--- src/rtl/stat_alu_pkg.sv ---
`timescale 1ns/1ps
package stat_alu_pkg;
  localparam int OPW    = 3;
  localparam int NFLAGS = 6;
  localparam int NIB    = 4;   // bit that receives the nibble carry

  localparam logic [OPW-1:0] OP_ADD = 3'd0;
  localparam logic [OPW-1:0] OP_SUB = 3'd1;
  localparam logic [OPW-1:0] OP_AND = 3'd2;
  localparam logic [OPW-1:0] OP_OR  = 3'd3;
  localparam logic [OPW-1:0] OP_XOR = 3'd4;

  localparam int FL_C = 0;
  localparam int FL_P = 1;
  localparam int FL_A = 2;
  localparam int FL_Z = 3;
  localparam int FL_S = 4;
  localparam int FL_O = 5;

  typedef struct packed {
    logic ovf;
    logic sgn;
    logic zro;
    logic aux;
    logic par;
    logic cry;
  } flags_t;
endpackage

--- src/rtl/stat_alu_arith.sv ---
`timescale 1ns/1ps
module stat_alu_arith
  import stat_alu_pkg::*;
#(
  parameter int W = 8
) (
  input  logic [W-1:0] a,
  input  logic [W-1:0] b,
  input  logic         sub,
  output logic [W-1:0] sum,
  output logic         cout,
  output logic         aux,
  output logic         ovf
);
  localparam int MSB = W - 1;

  logic [W:0] ext;
  logic       b_sign_eff;

  always_comb begin
    if (sub) ext = {1'b0, a} - {1'b0, b};
    else     ext = {1'b0, a} + {1'b0, b};
    sum        = ext[W-1:0];
    cout       = ext[W];
    aux        = a[NIB] ^ b[NIB] ^ ext[NIB];
    b_sign_eff = sub ? ~b[MSB] : b[MSB];
    ovf        = (a[MSB] == b_sign_eff) && (ext[MSB] != a[MSB]);
  end
endmodule

--- src/rtl/stat_alu_logic.sv ---
`timescale 1ns/1ps
module stat_alu_logic
  import stat_alu_pkg::*;
#(
  parameter int W = 8
) (
  input  logic [W-1:0]   a,
  input  logic [W-1:0]   b,
  input  logic [OPW-1:0] op,
  output logic [W-1:0]   res
);
  always_comb begin
    unique case (op)
      OP_AND:  res = a & b;
      OP_OR:   res = a | b;
      OP_XOR:  res = a ^ b;
      default: res = '0;
    endcase
  end
endmodule

--- src/rtl/stat_alu_flagreg.sv ---
`timescale 1ns/1ps
module stat_alu_flagreg
  import stat_alu_pkg::*;
(
  input  logic   clk,
  input  logic   rst_n,
  input  logic   we,
  input  flags_t d,
  output flags_t q,
  output logic   rst_sync_n
);
  logic   sync_1;
  logic   sync_2;
  flags_t q_d;

  always_ff @(posedge clk or negedge rst_n) begin
    if (!rst_n) begin
      sync_1 <= 1'b0;
      sync_2 <= 1'b0;
    end else begin
      sync_1 <= 1'b1;
      sync_2 <= sync_1;
    end
  end

  assign rst_sync_n = sync_2;

  always_comb begin
    q_d = q;
    if (we && sync_2) q_d = d;
  end

  always_ff @(posedge clk or negedge rst_n) begin
    if (!rst_n) q <= '0;
    else        q <= q_d;
  end
endmodule

--- src/rtl/stat_alu.sv ---
`timescale 1ns/1ps
module stat_alu
  import stat_alu_pkg::*;
#(
  parameter int W = 8
) (
  input  logic              clk,
  input  logic              rst_n,
  input  logic [W-1:0]      op_a,
  input  logic [W-1:0]      op_b,
  input  logic [OPW-1:0]    op_sel,
  input  logic              flag_we,
  output logic [W-1:0]      result,
  output logic [NFLAGS-1:0] flags_now,
  output logic [NFLAGS-1:0] flags_q
);
  logic [W-1:0] arith_sum;
  logic [W-1:0] logic_res;
  logic         arith_cry;
  logic         arith_aux;
  logic         arith_ovf;
  logic         is_arith;
  flags_t       fl_comb;
  flags_t       fl_reg;
  logic         rst_sync_n;

  stat_alu_arith #(.W(W)) u_arith (
    .a    (op_a),
    .b    (op_b),
    .sub  (op_sel == OP_SUB),
    .sum  (arith_sum),
    .cout (arith_cry),
    .aux  (arith_aux),
    .ovf  (arith_ovf)
  );

  stat_alu_logic #(.W(W)) u_logic (
    .a   (op_a),
    .b   (op_b),
    .op  (op_sel),
    .res (logic_res)
  );

  always_comb begin
    is_arith    = (op_sel == OP_ADD) || (op_sel == OP_SUB);
    result      = is_arith ? arith_sum : logic_res;
    fl_comb.cry = is_arith & arith_cry;
    fl_comb.ovf = is_arith & arith_ovf;
    fl_comb.aux = is_arith & arith_aux;
    fl_comb.sgn = result[W-1];
    fl_comb.zro = ~|result;
    fl_comb.par = ~^result;
  end

  assign flags_now = fl_comb;

  stat_alu_flagreg u_flagreg (
    .clk        (clk),
    .rst_n      (rst_n),
    .we         (flag_we),
    .d          (fl_comb),
    .q          (fl_reg),
    .rst_sync_n (rst_sync_n)
  );

  assign flags_q = fl_reg;
endmodule

--- config.mk ---
export PLATFORM = sky130hd
export DESIGN_NAME = stat_alu
export DESIGN_NICKNAME = d
export VERILOG_FILES = /design/src/rtl/stat_alu_pkg.sv /design/src/rtl/stat_alu_arith.sv /design/src/rtl/stat_alu_logic.sv /design/src/rtl/stat_alu_flagreg.sv /design/src/rtl/stat_alu.sv
export SDC_FILE = /design/constraint.sdc
export NUM_CORES = 1
export LEC_CHECK = 0
export ABC_AREA = 0
export ABC_CLOCK_PERIOD_IN_PS = 3800
export BUFFER_PORTS_ARGS = -buffer_cell sky130_fd_sc_hd__buf_4
export CAP_MARGIN = 10
export CORE_MARGIN = 8
export CORE_UTILIZATION = 53
export DETAILED_ROUTE_END_ITERATION = 7
export GPL_TIMING_DRIVEN = 0
export MAX_ROUTING_LAYER = met4
export PLACE_DENSITY = 0.84
export SLEW_MARGIN = 20
export SYNTH_ARGS = -nofsm -noshare
export SYNTH_HDL_FRONTEND = slang
export SYNTH_SLANG_ARGS = --single-unit
--- constraint.sdc ---
create_clock -name clk -period 3.8 [get_ports clk]
set_input_delay 0.38 -clock clk [delete_from_list [all_inputs] [get_ports clk]]
set_output_delay 0.38 -clock clk [all_outputs]
set_load 0.02 [all_outputs]
* Yosys cells after proc, flatten, opt, wreduce, memory -nomap -nowiden *
Cells that the tools add are included.

storage, ports and cells
  word-level logic and storage cells = 36
  input port bits = 22
  flip-flop bits (word level) = 8
  output and inout port bits = 20

cells by class
  multiplexer cells = 4
  bitwise logic cells = 9
  eq/ne operators = 6
  reductions and logical operators = 7
  add/subtract/negate cells = 2

operators by type and width
  cell                                                              count
  8-bit case mux with 3 select lines                                1
  8-bit by 8-bit adder with 9-bit output                            1
  9-bit two-way mux                                                 1
  8-bit by 8-bit subtractor with 9-bit output                       1
  8-bit AND                                                         1
  8-bit two-way mux                                                 1
  8-bit OR                                                          1
  8-bit OR reduction                                                1
  8-bit XNOR reduction                                              1
  8-bit bitwise XOR                                                 1
  3-bit by 2-bit == test with 1-bit output (second input constant)  2
  1-bit AND                                                         3
  3-bit by 1-bit == test with 1-bit output (second input constant)  1
  3-bit == test (second input constant)                             1
  3-bit logical NOT                                                 1
  1-bit logical AND                                                 2
  1-bit bitwise XOR                                                 2
  1-bit == test                                                     1
  1-bit logical NOT                                                 1
  1-bit logical OR                                                  1
  1-bit two-way mux                                                 1
  1-bit inequality test                                             1
  1-bit NOT                                                         1

* Logic depth before layout (Yosys ltp) *
Gate-level depths: netlist (run 1).

  depth after elaboration = 5
  mapped depth = 17
  mapped depth without buffers = 15

* Hierarchy *
From an unflattened synthesis (run 1), not the netlist that was laid out.

second synthesis, totals
  cells, all modules = 185
  area total of the unflattened synthesis = 1635.3 um2

by module, submodules not included
  module            area an instance (um2)  seq. area each (um2)  times used  cells an instance
  stat_alu_arith    540.5                   0.0                   1           76
  stat_alu_logic    476.7                   0.0                   1           61
  stat_alu          312.8                   0.0                   1           32
  stat_alu_flagreg  305.3                   200.2                 1           16

* Least setup slack after synthesis (run 1) *
Ideal clock, no wire load.

  path type = input-to-output
  start point = in op_sel[1]
  end point = out flags_now[1]
  cell stages on the path = 15
  data required time = 3420 ps
  arrival = 3293 ps
  slack = 127 ps
  buffers on the path = 2
  cell sequence = buf_6 -> or2_1 -> buf_6 -> nor2_8 -> mux2i_1 -> fa_1 -> a21o_1 -> a21oi_2 -> o21bai_1 -> a21oi_1 -> xor2_1 -> o221a_2 -> ha_1 -> xnor2_1 -> xnor2_1

on the way
  cells in the longest elaborated chain, start to end = 4
  elaborated cells on any way between the ends = 10
  those cells by class = 4 x eq/ne; 3 x mux; 3 x reduce/logical

RTL lines
  what                                                              RTL line              text
  start, declared                                                   stat_alu.sv:11        input logic [OPW-1:0] op_sel,
  3-bit == test, or another cell as far along                       stat_alu_logic.sv:13  unique case (op)
  8-bit case mux with 3 select lines, or another cell as far along  stat_alu_logic.sv:13
  8-bit two-way mux (*)                                             stat_alu.sv:46        result = is_arith ? arith_sum : logic_res;
  8-bit XNOR reduction (*)                                          stat_alu.sv:52        fl_comb.par = ~^result;
  end, declared                                                     stat_alu.sv:14        output logic [NFLAGS-1:0] flags_now,

Every way passes the cells marked *; elsewhere a longest branch is shown, timed or not.

* Final worst setup path (run 1) *
  start point = in op_sel[2]
  end point = out flags_now[1]

Same word-level chain as after synthesis.

==> results of run 1 <==
[per-layer routing]
layer | global-route usage | up-vias | wire (microns)
li1 | - | 801 | -
met1 | 0.1947 | 713 | 1939
met2 | 0.2910 | 40 | 2141
met3 | 0.03433 | 8 | 156
met4 | 0.06606 | 0 | 95
met5 | - | - | 0
[repair_timing]
item                                    in CTS  in global routing
hold endpoints to repair                     8                  0
hold buffers                                 1                  0
buffers inserted                            20                  4
pin swaps                                   16                 12
endpoints found under the setup margin       1                  1
gates resized for setup                      9                 10
[state kept, by name, indices dropped and copies added, names as in the netlist]
register,flops
u_flagreg.q,6
u_flagreg.rst_sync_n,1
u_flagreg.sync_1,1
[logic make-up (layout without fill, tap and decap cells)]
group                    Yosys count  after routing  synth area share
AND/OR/NAND/NOR                   54             54            0.1760
AO/OA/AOI/OAI                     47             47            0.2204
buffers and inverters             32             99           0.09128
adder cells (fa/ha/maj)           30             30            0.2516
XOR/XNOR                          16             16           0.09211
flip-flops                         8              8            0.1316
multiplexers                       5              5           0.03454
other                              1              1          0.002465
[critical path: cells and delay by family]
family,cells,cell delay (ps)
buffers and inverters,3,430
XOR/XNOR,3,490
AND/OR/NAND/NOR,5,710
adder cells (fa/ha/maj),2,640
AO/OA/AOI/OAI,3,700
[cell usage after synthesis (2+ instances only)]
cell / count / share of area
buf_6: 2 / 0.015
clkbuf_1: 3 / 0.0074
a21oi_2: 2 / 0.012
ha_1: 29 / 0.24
a2111oi_0: 2 / 0.012
inv_1: 25 / 0.062
nand2_1: 16 / 0.039
nor2b_1: 4 / 0.016
a21o_1: 2 / 0.0099
nand3_1: 3 / 0.0099
mux2_2: 2 / 0.015
o21ai_0: 8 / 0.026
a211oi_1: 4 / 0.020
a221oi_2: 2 / 0.020
dfrtp_1: 8 / 0.13
o21ai_1: 2 / 0.0066
a21oi_1: 9 / 0.030
xnor2_1: 13 / 0.075
nand2b_1: 3 / 0.012
xor2_1: 3 / 0.017
o22a_1: 2 / 0.012
mux2i_1: 3 / 0.020
nor2_1: 20 / 0.049
o21a_1: 2 / 0.0099
a31oi_1: 3 / 0.012
[area by class of cell]
| class | count | area [sq um] | area share |
|---|---|---|---|
| Sequential cell | 8 | 200.2 | 0.09346 |
| Buffer | 5 | 33.78 | 0.01577 |
| Timing Repair Buffer | 65 | 494.2 | 0.2307 |
| Inverter | 26 | 97.59 | 0.04556 |
| Clock buffer | 3 | 22.52 | 0.01051 |
| Multi-Input combinational cell | 153 | 1255 | 0.5859 |
| Tap cell | 31 | 38.79 | 0.01811 |
[worst max-delay path by stage]
stage                         start            to  slack (ps)  cells past startpoint
after floorplan           op_sel[1]  flags_now[1]         130                     15
after global placement    op_sel[1]  flags_now[1]        -200                     16
after detailed placement  op_sel[1]  flags_now[1]        -240                     16
after CTS                 op_sel[2]  flags_now[1]         -20                     16
after global routing      op_sel[2]  flags_now[1]         -60                     15
final                     op_sel[2]  flags_now[1]          80                     16
[stage by stage]
stage / setup slack (ps) / hold WS, ps
2_1_floorplan: 127.4 / 84.41
3_3_place_gp: -200.5 / 198.6
3_5_place_dp: -242.0 / 199.1
4_1_cts: -21.08 / 359.7
5_1_grt: -63.44 / 374.2
6_report: 75.24 / 357.0
[where the power goes]
group	internal [mW]	switching, mW	total, mW	leakage, nW
clock	0.0360	0.0273	0.0634	0.0138
combinational	0.265	0.258	0.523	1.00
sequential	0.0985	0.00646	0.105	0.103
total	0.399	0.292	0.692	1.12
==> reports/results.tsv, run 1 <==
stage	metric	value	unit
outcome	status	completed	
timing	setup_viol	0	
synthesis	synth_fp_nets	245	
route	vias	1562	
route	wl_per_cell	14.89	microns
global_routing	grt_overflow_total	0	
place	gp_congestion	0.8625	
synthesis	async_reset_ff_frac	1.000	
synthesis	yosys_warnings	0	
cts	clock-root-buffer	clkbuf_4	
route	vias_per_cell	5.368	
synthesis	syn_avg_cell_area	7.883	sq um
route	first_pass_iters	4	
place	dp.cells	264	
floorplanning	placementRows	19	
power_and_ir_drop	pwr_density_cell	322.8	nW/um^2
min_path	holdPathEnd	u_flagreg.rst_sync_n$_DFF_PN0_	
timing	rsz0062_at_grt	true	
layout	drive_above_1_share	0.3538	
setup_path	critPathCaptureType	output port	
route	drc	0	
setup_path	path_class	input port to output port	
timing	fmax	0.2685	GHz
setup_path	r2r_cells	2	
setup_path	regToRegSetupSlack	2740	ps
timing	fin_crit	3725	ps
floorplanning	core-area	2734	sq um
layout	final_common_cell	buf_4	
layout	final_cell_mix	64 x buf_4, 28 x ha_1, 25 x inv_1	
route	first_iter_violations	48	
timing	fin_crit_sh	0.9802	
layout	fin_area	2142	sq um
route	wirelength	4.333	mm
layout	final_nets	314	
place	hpwlAfterDp	3.181	mm
global_routing	grt_max_degree	11	
place	io_buffers	40	
place	place_area	1861	sq um
floorplanning	design.die.area	4841	sq um
cts	numCtsBuffers	3	
synthesis	synth-seq-cells	8	
layout	antennaDiodeCount	0	
floorplanning	ios	42	
setup_path	worst_r2r_endpoint	u_flagreg.q[1]$_DFFE_PN0P_	
power_and_ir_drop	p_total	0.6915	mW
global_routing	grt_pass1_wl	6.982	mm
floorplanning	fp.dieW	69.58	microns
setup_path	crit_top_cell	xnor2_1	
cts	cts_tree	done	
global_routing	antenna_found_initial	0	
setup_path	critPathMaxFanout	6	
setup_path	path_cells	buf_6, or2_4, nor2_8, a21oi_2, xnor2_1, ha_1, buf_4, nand3_2, nand2_1, a221oi_2, nand2_2, a221oi_4, ha_1, xnor2_1, xnor2_1, buf_4	
floorplanning	initial_core_util	0.5565	
timing	fin_tns_setup	0	ps
cts	cts_num_sinks	8	
setup_path	critPathArrivalTime	3340	ps
min_path	worstHoldStart	u_flagreg.sync_1$_DFF_PN0_	
power_and_ir_drop	p_leak	1.117	nW
min_path	hold_depth	0	
setup_path	cp.required	3420	ps
layout	synthToLayoutAreaGrowth	40.79	%
global_routing	grt_pass1_vias	1540	
layout	finalNonFillerCells	291	
layout	final_core_util	0.7835	
synthesis	netlist_area	1521	sq um
route	final_antenna_net_count	0	
min_path	worst_hold_path_type	flop to flop	
layout	nFillCells	195	
global_routing	grt_use_total	0.1722	
power_and_ir_drop	ir_drop	0.0004327	V
cts	clk_latency	250	ps
timing	hold_viol	0	
cts	cts_max_level	1	
timing	skew	0.4775	ps
cts	clkSlewWorstSetupHoldPaths	50	ps
timing	drv_slew	0	
setup_path	slowest_delay	340	ps
setup_path	critPathSlowestCell	ha_1	
synthesis	ys.flop_type	dfrtp_1	
floorplanning	fp.dieH	69.58	microns
synthesis	ys_seq_area_frac	0.1316	
synthesis	synthCells	193	
synthesis	synth_edf_count	0	
cts	clock_path_buffers	2	
synthesis	synthDistinctLibCells	46	
run	drv.max_cap_violation_count	0	
setup_path	start_kind	input port	
setup_path	timing.rr.start	u_flagreg.rst_sync_n$_DFF_PN0_	
Power figures use the tool's default switching activity.
==> run 2, diff against run 1 <==
REMOVE_ABC_BUFFERS = 1   (was not set)
==> run 2 against run 1 <==
  * The run now ends with setup timing left
  * Combinational power decreased by 5.0%
  * Die area unchanged
  * Via count increased by 0.45%
  * Critical endpoint unchanged
  * Largest power group unchanged
==> reports/results.tsv, run 2 (synthesis gave the netlist of run 1 again) <==
stage	metric	value	unit	change
route	first_pass_iters	5		was 4
setup_path	critPathArrivalTime	3420	ps	was 3340 ps
power_and_ir_drop	p_leak	1.116	nW	was 1.117 nW
layout	final_cell_mix	63 x buf_4, 29 x ha_1, 25 x inv_1		was 64 x buf_4, 28 x ha_1, 25 x inv_1
layout	antennaDiodeCount	0		unchanged
timing	fmax	0.2632	GHz	was 0.2685 GHz
floorplanning	fp.dieW	69.58	microns	unchanged
outcome	status	finished with violations		was completed
global_routing	grt_overflow_total	0		unchanged
cts	clkSlewWorstSetupHoldPaths	50	ps	about the same
cts	clk_latency	240	ps	was 250 ps
timing	finalHoldWorstSlack	355.3	ps	was 357.0 ps
route	vias	1569		was 1,562
cts	clock-root-buffer	clkbuf_4		unchanged
global_routing	grt_pass1_vias	1475		was 1,540
timing	rsz0062_at_grt	true		unchanged
timing	hold_viol	0		unchanged
setup_path	path_class	input port to output port		unchanged
place	hpwlAfterDp	3.064	mm	was 3.181 mm
route	drc	0		unchanged
setup_path	cp.required	3420	ps	about the same
floorplanning	fp.dieH	69.58	microns	unchanged
layout	final_common_cell	buf_4		unchanged
power_and_ir_drop	pwr_density_cell	314.3	nW/um^2	was 322.8 nW/um^2
timing	setup_viol	1		was 0
timing	fin_crit	3800	ps	was 3725 ps
cts	cts_num_sinks	8		unchanged
route	vias_per_cell	5.467		was 5.368
layout	synthToLayoutAreaGrowth	38.49	%	was 40.79%
cts	clock_path_buffers	2		unchanged
cts	numCtsBuffers	3		unchanged
route	wl_per_cell	14.01	microns	was 14.89 microns
floorplanning	ios	42		unchanged
route	final_antenna_net_count	0		unchanged
place	io_buffers	41		was 40
cts	cts_max_level	1		unchanged
setup_path	critPathMaxFanout	7		was 6
global_routing	grt_max_degree	14		was 11
setup_path	start_kind	input port		unchanged
layout	regMostFlops	u_flagreg.q		unchanged
outcome	violations	setup timing		
timing	skew	0.1357	ps	was 0.4775 ps
layout	drive_above_1_share	0.3438		was 0.3538
route	first_iter_violations	26		was 48
global_routing	grt_pass1_wl	6.306	mm	was 6.982 mm
global_routing	antenna_found_initial	0		unchanged
run	drv.max_cap_violation_count	0		unchanged
cts	cts_tree	done		unchanged
floorplanning	core-area	2734	sq um	unchanged
setup_path	critPathCaptureType	output port		unchanged
layout	largest_reg_flops	6		unchanged
global_routing	grt_use_total	0.1506		was 0.1722
floorplanning	design.die.area	4841	sq um	unchanged
timing	drv_slew	0		unchanged
timing	fin_crit_sh	1.000		was 0.9802
route	wirelength	4.021	mm	was 4.333 mm
min_path	worst_hold_path_type	flop to flop		unchanged
floorplanning	initial_core_util	0.5565		unchanged
place	gp_congestion	0.8340		was 0.8625
floorplanning	placementRows	19		unchanged
layout	final_core_util	0.7707		was 0.7835
power_and_ir_drop	ir_drop	0.0003707	V	was 0.0004327 V
layout	final_nets	310		was 314
timing	setup_slack	-0.06639	ps	was 75.24 ps
run 2: final timing paths:
path	startpoint	to	slack (ps)	cells past startpoint
worst max-delay path	op_sel[2]	flags_now[1]	-0.07	15
worst min-delay path	u_flagreg.sync_1$_DFF_PN0_	u_flagreg.rst_sync_n$_DFF_PN0_	360	0
worst max register to register	u_flagreg.rst_sync_n$_DFF_PN0_	u_flagreg.q[3]$_DFFE_PN0P_	2750	2
worst min register to register	u_flagreg.sync_1$_DFF_PN0_	u_flagreg.rst_sync_n$_DFF_PN0_	360	0
max in group asynchronous	rst_n	u_flagreg.q[5]$_DFFE_PN0P_	3170	2
min in group asynchronous	rst_n	u_flagreg.q[3]$_DFFE_PN0P_	510	2
run 2: final cells by class:
| class | instances | area [sq um] |
|---|---|---|
| multi-input combinational | 153 | 1230 |
| fill | 200 | 626.9 |
| timing repair buffer | 66 | 518.0 |
| sequential | 8 | 200.2 |
| inverter | 26 | 97.59 |
| tap | 31 | 38.79 |
| clock buffer | 3 | 22.52 |
run 2: routing by layer:
layer  vias up  wire length (microns)  GRT usage
met5         -                      0          -
met4         0                      0    0.01139
met3         0                    229    0.03720
met2        52                   2087     0.2705
met1       723                   1703     0.1700
li1        794                      -          -
run 2: power by group:
part | switching (mW) | internal [mW]
logic | 0.249 | 0.248
registers | 0.00563 | 0.0984
clock network | 0.0253 | 0.0359
run 2: critical path: stages:
cell      delay [ps]
buf_12           100
or2_4            270
nor2_8           170
nor2_2            60
xnor2_1          130
ha_1             370
o21ai_2          100
a211oi_2         250
mux2i_1          290
nand2_1          150
a221oi_2         300
ha_1             300
xnor2_1          190
xnor2_1          160
buf_4            180
run 2: repair_timing:
action                                  CTS  global route
gates resized for setup                   5            12
setup buffers                            14            10
hold endpoints to repair                  8             0
endpoints found under the setup margin    1             1
hold buffers                              1             0
pin swaps                                 7            14
run 2: metrics by stage:
step                      power (mW)  instance area [sq um]  cells  TNS (ps)  worst slack (ps)
final                         0.6623                   2107    287  -0.06639          -0.06639
after global routing          0.7126                   2107    287    -175.9            -175.9
after CTS                     0.6264                   1989    277         0             5.602
after detailed placement      0.5016                   1827    259    -212.7            -212.7
after global placement        0.4927                   1827    259    -228.5            -228.5
after floorplan               0.3621                   1480    187         0             233.8
==> run 3, diff against run 2 <==
MAX_ROUTING_LAYER = not set   (was met4)
==> run 3 against run 2 <==
  * The flow now finishes without violations
  * Routed wire length is 0.92% lower
  * Combinational power hardly changed
  * Final cell count stayed put
  * Fmax hardly changed
  * Via count is 0.57% lower
  * Clock skew hardly changed
  * Sequential share of layout area stayed put
  * Sequential power hardly changed
  * Count of clock-buffer cells in the layout stayed put
  * Hold slack hardly changed
  * Power is 0.14% lower
==> reports/results.tsv, run 3 (synthesis gave the netlist of run 1 again) <==
stage	metric	value	unit	change
global_routing	grt_max_degree	14		unchanged
setup_path	worst_r2r_endpoint	u_flagreg.q[3]$_DFFE_PN0P_		unchanged
global_routing	grt_pass1_vias	1475		unchanged
layout	synthToLayoutAreaGrowth	38.49	%	unchanged
min_path	hold_depth	0		unchanged
place	dp.cells	259		unchanged
place	place_area	1827	sq um	unchanged
global_routing	grt_use_total	0.1466		was 0.1506
place	hpwlAfterDp	3.064	mm	unchanged
setup_path	critPathMaxFanout	7		unchanged
timing	drv_slew	0		unchanged
setup_path	timing.rr.start	u_flagreg.rst_sync_n$_DFF_PN0_		unchanged
layout	final_common_cell	buf_4		unchanged
route	vias	1560		was 1,569
min_path	holdPathEnd	u_flagreg.rst_sync_n$_DFF_PN0_		unchanged
global_routing	grt_pass1_wl	6.306	mm	unchanged
timing	fin_crit_sh	0.9996		was 1.000
floorplanning	fp.dieW	69.58	microns	unchanged
power_and_ir_drop	pwr_density_cell	313.9	nW/um^2	was 314.3 nW/um^2
layout	final_cell_mix	63 x buf_4, 29 x ha_1, 25 x inv_1		unchanged
global_routing	antenna_found_initial	0		unchanged
power_and_ir_drop	p_total	0.6614	mW	was 0.6623 mW
route	final_antenna_net_count	0		unchanged
floorplanning	fp.dieH	69.58	microns	unchanged
cts	clk_latency	240	ps	about the same
cts	numCtsBuffers	3		unchanged
layout	antennaDiodeCount	0		unchanged
min_path	worstHoldStart	u_flagreg.sync_1$_DFF_PN0_		unchanged
outcome	status	completed		was finished with violations
setup_path	crit_family	adder cells		unchanged
route	wirelength	3.984	mm	was 4.021 mm
setup_path	path_class	input port to output port		unchanged
timing	setup_slack	1.682	ps	was -0.06639 ps
timing	setup_viol	0		was 1
cts	clock_path_buffers	2		unchanged
route	drc	0		unchanged
global_routing	grt_overflow_total	0		unchanged
setup_path	cp.required	3420	ps	about the same
setup_path	crit_top_cell	xnor2_1		unchanged
layout	regMostFlops	u_flagreg.q		unchanged
timing	fin_crit	3798	ps	was 3800 ps
layout	seq_area	200.2	sq um	unchanged
setup_path	critPathArrivalTime	3420	ps	about the same
timing	hold_viol	0		unchanged
power_and_ir_drop	p_leak	1.116	nW	unchanged
cts	cts_num_sinks	8		unchanged
setup_path	slowest_delay	370	ps	about the same
cts	clock-root-buffer	clkbuf_4		unchanged
cts	cts_max_level	1		unchanged
route	first_iter_violations	27		was 26
layout	fin_area	2107	sq um	unchanged
run	drv.max_cap_violation_count	0		unchanged
floorplanning	placementRows	19		unchanged
place	dpl_worst_slack	-212.7	ps	unchanged
timing	fmax	0.2633	GHz	was 0.2632 GHz
route	first_pass_iters	4		was 5
setup_path	path_cells	buf_12, or2_4, nor2_8, nor2_2, xnor2_1, ha_1, o21ai_2, a211oi_2, mux2i_1, nand2_1, a221oi_2, ha_1, xnor2_1, xnor2_1, buf_4		unchanged
setup_path	r2r_cells	2		unchanged
setup_path	start_kind	input port		unchanged
floorplanning	initial_core_util	0.5565		unchanged
timing	skew	0.2187	ps	was 0.1357 ps
layout	finalNonFillerCells	287		unchanged
cts	clkSlewWorstSetupHoldPaths	50	ps	about the same
layout	drive_above_1_share	0.3438		unchanged
setup_path	critPathSlowestCell	ha_1		unchanged
cts	cts_tree	done		unchanged
layout	multi_input_area	1230	sq um	unchanged
floorplanning	design.die.area	4841	sq um	unchanged
timing	rsz0062_at_grt	true		unchanged
min_path	worst_hold_path_type	flop to flop		unchanged
floorplanning	core-area	2734	sq um	unchanged
timing	fin_tns_setup	0	ps	was -0.06639 ps
setup_path	critPathCaptureType	output port		unchanged
layout	final_core_util	0.7707		unchanged
setup_path	regToRegSetupSlack	2750	ps	about the same
timing	finalHoldWorstSlack	355.3	ps	about the same
layout	final_nets	310		unchanged
floorplanning	ios	42		unchanged
place	gp_congestion	0.8217		was 0.8340
layout	nFillCells	200		unchanged
setup_path	cp.buffers_inverters	2		unchanged
route	wl_per_cell	13.88	microns	was 14.01 microns
route	vias_per_cell	5.436		was 5.467
power_and_ir_drop	ir_drop	0.0003703	V	was 0.0003707 V
place	io_buffers	41		unchanged
layout	largest_reg_flops	6		unchanged
[run 3: cell counts in the layout (fill, tap and decap cells not counted)]
Identical to the previous run, type by type.
[run 3: repair_timing]
item,CTS,global route
buffers inserted,14,10
hold buffers,1,0
setup endpoints to repair,1,1
pin swaps,7,14
hold endpoints to repair,8,0
resized for setup,5,12
[run 3: area by class of cell]
class / count / area share
multi-input cells: 153 / 0.5837
well taps: 31 / 0.01841
inverters: 26 / 0.04632
repair buffers: 66 / 0.2458
flip-flops and latches: 8 / 0.09501
clock buffers: 3 / 0.01069
[run 3: worst max path at each step]
stage                     startpoint           end  slack, ps  cells past startpoint
after global placement     op_sel[1]  flags_now[1]       -230                     15
final                      op_sel[2]  flags_now[1]          2                     15
after detailed placement   op_sel[1]  flags_now[1]       -210                     15
after CTS                  op_sel[1]  flags_now[1]          6                     15
after global routing       op_sel[2]  flags_now[1]       -180                     15
after floorplan            op_sel[1]  flags_now[1]        230                     13
[run 3: power by group]
group          switching (mW)  internal, mW  total, mW
registers             0.00567        0.0984      0.104
logic                   0.248         0.248      0.496
clock network          0.0253        0.0359     0.0612
total                   0.279         0.382      0.661
[run 3: layer usage]
| metal | share of wire | global-route usage | vias to the layer above |
|---|---|---|---|
| li1 | - | - | 795 |
| met1 | 0.43 | 0.1700 | 720 |
| met2 | 0.52 | 0.2705 | 45 |
| met3 | 0.054 | 0.03720 | 0 |
| met4 | 0 | 0.01139 | 0 |
| met5 | 0 | 0 | - |
